### config.mk
export PLATFORM = sky130hd
export DESIGN_NAME = mdec_rx
export DESIGN_NICKNAME = d
export VERILOG_FILES = /design/src/rtl/mdec_pkg.sv /design/src/rtl/mdec_sync.sv /design/src/rtl/mdec_delay.sv /design/src/rtl/mdec_pol.sv /design/src/rtl/mdec_rx.sv
export SDC_FILE = /design/constraint.sdc
export NUM_CORES = 1
export LEC_CHECK = 0
export BUFFER_PORTS_ARGS = -buffer_cell sky130_fd_sc_hd__buf_2
export CORE_AREA = 5 5 42 44
export CTS_BUF_LIST = sky130_fd_sc_hd__clkbuf_8
export CTS_CLUSTER_DIAMETER = 40
export CTS_CLUSTER_SIZE = 14
export DETAILED_ROUTE_END_ITERATION = 12
export DIE_AREA = 0 0 47 49
export HOLD_SLACK_MARGIN = 0.1
export SKIP_CTS_REPAIR_TIMING = 1
export SYNTH_ARGS = -nofsm -noshare
export SYNTH_HDL_FRONTEND = slang
export SYNTH_HIERARCHICAL = 1
export SYNTH_SLANG_ARGS = --single-unit
### constraint.sdc
create_clock -name clk_i -period 1.5 [get_ports clk_i]
set_clock_uncertainty 0.1 [all_clocks]
set_input_delay 0.3 -clock clk_i [delete_from_list [all_inputs] [get_ports clk_i]]
set_output_delay 0.3 -clock clk_i [all_outputs]
set_load 0.02 [all_outputs]
### src/rtl/mdec_pkg.sv
package mdec_pkg;
  typedef enum logic {DLY_IDLE = 1'b0, DLY_RUN = 1'b1} dly_state_e;

  // three quarters of a bit in oversample ticks
  function automatic int unsigned delay_ticks(input int unsigned os);
    return (os * 3) / 4;
  endfunction
endpackage

### src/rtl/mdec_sync.sv
module mdec_sync #(
  parameter int unsigned STAGES = 2
) (
  input  logic clk_i,
  input  logic rst_ni,
  input  logic d_i,
  output logic q_o
);
  logic [STAGES-1:0] stg_q;

  always_ff @(posedge clk_i or negedge rst_ni) begin
    if (!rst_ni) begin
      stg_q <= '0;
    end else begin
      stg_q[0] <= d_i;
      for (int i = 1; i < STAGES; i++) stg_q[i] <= stg_q[i-1];
    end
  end

  assign q_o = stg_q[STAGES-1];
endmodule

### src/rtl/mdec_delay.sv
module mdec_delay #(
  parameter int unsigned OVERSAMPLE = 16
) (
  input  logic clk_i,
  input  logic rst_ni,
  input  logic tick_i,
  input  logic trig_i,
  output logic term_o
);
  import mdec_pkg::*;

  localparam int unsigned DLY = delay_ticks(OVERSAMPLE);
  localparam int unsigned CW  = $clog2(DLY + 1);

  dly_state_e     state_q;
  logic [CW-1:0]  cnt_q;

  // busy state holds the count after trig_i drops
  always_ff @(posedge clk_i or negedge rst_ni) begin
    if (!rst_ni) begin
      state_q <= DLY_IDLE;
      cnt_q   <= '0;
    end else if (tick_i) begin
      unique case (state_q)
        DLY_IDLE: begin
          if (trig_i) begin
            state_q <= DLY_RUN;
            cnt_q   <= CW'(DLY - 1);
          end
        end
        DLY_RUN: begin
          if (cnt_q == '0) state_q <= DLY_IDLE;
          else             cnt_q   <= cnt_q - CW'(1);
        end
        default: state_q <= DLY_IDLE;
      endcase
    end
  end

  assign term_o = (state_q == DLY_RUN) && tick_i && (cnt_q == '0);
endmodule

### src/rtl/mdec_pol.sv
module mdec_pol (
  input  logic clk_i,
  input  logic rst_ni,
  input  logic term_i,
  input  logic smp_i,
  output logic pol_o,
  output logic valid_o
);
  logic pol_q, valid_q;

  always_ff @(posedge clk_i or negedge rst_ni) begin
    if (!rst_ni) begin
      pol_q   <= 1'b0;
      valid_q <= 1'b0;
    end else begin
      valid_q <= term_i;
      if (term_i) pol_q <= smp_i;
    end
  end

  assign pol_o   = pol_q;
  assign valid_o = valid_q;
endmodule

### src/rtl/mdec_rx.sv
module mdec_rx #(
  parameter int unsigned OVERSAMPLE  = 16,
  parameter int unsigned SYNC_STAGES = 2
) (
  input  logic clk_i,
  input  logic rst_ni,
  input  logic tick_i,
  input  logic line_i,
  output logic data_o,
  output logic clk_rec_o,
  output logic valid_o
);
  logic line_s, pol, term, trig;

  mdec_sync #(.STAGES(SYNC_STAGES)) u_sync (
    .clk_i (clk_i),
    .rst_ni(rst_ni),
    .d_i   (line_i),
    .q_o   (line_s)
  );

  // every mid-bit edge is seen as a rise here
  assign trig = line_s ^ pol;

  mdec_delay #(.OVERSAMPLE(OVERSAMPLE)) u_delay (
    .clk_i (clk_i),
    .rst_ni(rst_ni),
    .tick_i(tick_i),
    .trig_i(trig),
    .term_o(term)
  );

  mdec_pol u_pol (
    .clk_i  (clk_i),
    .rst_ni (rst_ni),
    .term_i (term),
    .smp_i  (line_s),
    .pol_o  (pol),
    .valid_o(valid_o)
  );

  assign data_o    = pol;
  assign clk_rec_o = trig;
endmodule

==> summary.txt <==
Status
  • Outcome: finished, violations left
  • Failing checks: negative setup slack

Place
  • Post-Place Setup Slack: -44.2 ps
  • Buffers added on ports: 6
  • Hpwl dp: 658 µm
  • Placer Congestion: 0.699
  • Placed Cells incl. Taps: 60

Clocking
  • TritonCTS buffer count: 3
  • Clock Tree Root: clkbuf_8
  • CTS clk-pin slew, worst paths: 50 ps
  • Clock tree sinks: 9
  • CTS max path bufs: 2
  • Htree depth: 1
  • Clock Latency Late Sink: 230 ps
  • CTS tree: done

Timing
  • Worst slew pin tran: 296 ps
  • Slew HR: 80.3%
  • Final Hold Viols: 0
  • Fin Setup TNS: -5.15 ps
  • Max-slew violations: 0
  • # setup viols final: 1
  • Final period utilization: 100%
  • Unrepaired setup endpoints after global routing: yes
  • Final worst slack: -5.15 ps
  • FMAX: 664 MHz
  • Hold WS: 244 ps
  • Crit path time final: 1510 ps

Synthesis
  • Synthesized flop and latch total: 9
  • Post-synth net total: 40
  • Synth top area share: 48.8%
  • Yosys top cell by area: dfrtp_1
  • Synthesized area per cell: 13.6 µm²
  • Netlist cell types: 19
  • Sequential element share of the synthesized area: 48.8%
  • Post-Syn Area: 462 µm²
  • Top post-synthesis cells by area: dfrtp_1 49%, mux2_4 9.8%, ha_1 5.4%, a31oi_4 4.6%, o21ai_4 3.5%
  • Yosys Warn Count: 6
  • Cells after Synth: 34

Routing
  • Routed wire length: 867 µm
  • Post-DR wirelength/cell: 12.6 µm
  • Antenna-violating nets left: 0
  • Initial DRT Pass Iterations: 3
  • Iteration-0 DRC Markers: 3
  • Via count: 312
  • Residual DRC: 0
  • Via-to-Cell Ratio: 4.52

Global routing
  • GRT Util Overall: 8.87%
  • Initial antenna violation count: 0
  • Largest net degree at the start of global routing: 10
  • Vias in the first global route: 300
  • Total gr overflow: 0
  • Wire length of the first global-routing pass: 1.37 mm

Final layout
  • Final core utilization: 47.4%
  • Layout Nets: 60
  • Most common cell after layout, fill and taps aside: buf_4
  • Non-Filler Instances: 69
  • Fraction of layout cells with a size suffix above 1: 62.3%
  • Most frequent cells in the layout: 9 x buf_4, 7 x dfrtp_1, 5 x buf_2, 3 x clkbuf_8, 3 x mux2_4
  • Area grow syn2layout: 43.9%
  • # diodes: 0

Pwr
  • Power per cell area: 1850 nW/µm²
  • Cell leakage power: 0.310 nW
  • Max VDD drop: 0.714 mV

Floorplanning
  • Initial core utilization: 32.9%
  • Chip width: 47 µm
  • Number of I/O pins: 7
  • DIE AREA: 2300 µm²
  • Std-Cell Core Area: 1400 µm²
  • Die Ht: 49 µm
  • Row count: 14

Setup path
  • Max stage delay on crit path: 380 ps
  • Crit path launch type: flop
  • Critical Path RT: 1520 ps
  • CP max-delay cell: dfrtp_1
  • WS Path Type: reg -> reg
  • Crit Path Max Fanout: 3
  • Arrival @ worst endpoint: 1520 ps
  • Ordered list of cells on the worst path: inv_2, ha_4, nor2b_4, and4_4, mux2_4
  • Crit. End Element: flop

Hold path
  • HP Class: reg -> reg

Job
  • Max cap viols: 0
==> routing by layer <==
| layer | vias to the layer above | track usage (%) | part of all wire [%] |
|---|---|---|---|
| met5 | - | 0 | 0 |
| met4 | 0 | 8.29 | 3.1 |
| met3 | 2 | 3.32 | 5.5 |
| met2 | 7 | 11.3 | 47 |
| met1 | 146 | 10.8 | 44 |
| li1 | 157 | - | - |
==> power by group <==
part	internal (W)	leakage [nW]	total (W)	switching (W)
Sequential	0.000321	0.104	0.000419	0.0000981
Clock	0.000182	0.0255	0.000284	0.000103
Combinational	0.000306	0.181	0.000524	0.000218
Total	0.000808	0.310	0.00123	0.000419
==> critical path: cells and delay by family, from the launching register on <==
family                   cells  cell delay, ps
adder cells (fa/ha/maj)      1             120
multiplexers                 1             300
AND/OR/NAND/NOR              2             400
flip-flops                   1             380
buffers and inverters        1              80
==> synthesized netlist by cell type <==
master,n
a21o_2,1
a22o_2,1
a31oi_4,1
and4_2,1
buf_6,1
dfrtp_1,9
ha_1,2
inv_1,4
mux2_4,3
nand2_1,2
nand3b_1,1
nand4_1,1
nor2b_4,1
nor3_1,1
o21ai_4,1
o221a_1,1
o22ai_1,1
or2b_1,1
xor2_1,1
==> path summary, 6_finish.rpt <==
kind,slack (ps),to,depth (start not counted),start
max reg2reg,-5,u_pol/pol_o,5,u_delay/cnt_q[1]
min,240,u_sync/stg_q[1],0,u_sync/stg_q[0]
min in group asynchronous,350,u_sync/stg_q[0],2,rst_ni
max,-5,u_pol/pol_o,5,u_delay/cnt_q[1]
min reg2reg,240,u_sync/stg_q[1],0,u_sync/stg_q[0]
max in group asynchronous,760,u_sync/stg_q[1],2,rst_ni
==> through the flow <==
| stage | area [µm²] | total power [W] |
|---|---|---|
| CTS | 606 | 0.00118 |
| global placement | 559 | 0.000864 |
| global route | 664 | 0.00131 |
| finish | 664 | 0.00123 |
| detailed placement | 559 | 0.000882 |
| floorplan | 483 | 0.000727 |
==> registers in the layout, summed over array words and instances, names as in the netlist <==
name / cells
u_delay/cnt_q: 4
u_delay/state_q: 1
u_pol/pol_o: 1
u_sync/stg_q: 2
u_pol/valid_o: 1
==> cells by family (layout without fill, tap and decap cells) <==
family	count (synthesis)	in the layout	synth area share (%)
buffers and inverters	5	24	5.69
adders and majority gates	2	2	5.42
AOI/OAI and AO/OA	6	6	16.0
xor gates and xnor gates	1	1	1.90
DFF	9	9	48.8
and+or+nand+nor	8	8	12.5
muxes	3	3	9.76
==> final cells by class <==
type	count	area (µm²)
Clock inverter	1	5.00
Fill cell	138	737
Clock buffer	3	41.3
Inverter	4	15.0
Sequential cell	9	228
Multi-Input combinational cell	20	243
Timing Repair Buffer	16	113
Tap cell	16	20.0
(Power assumes the default switching activity.)
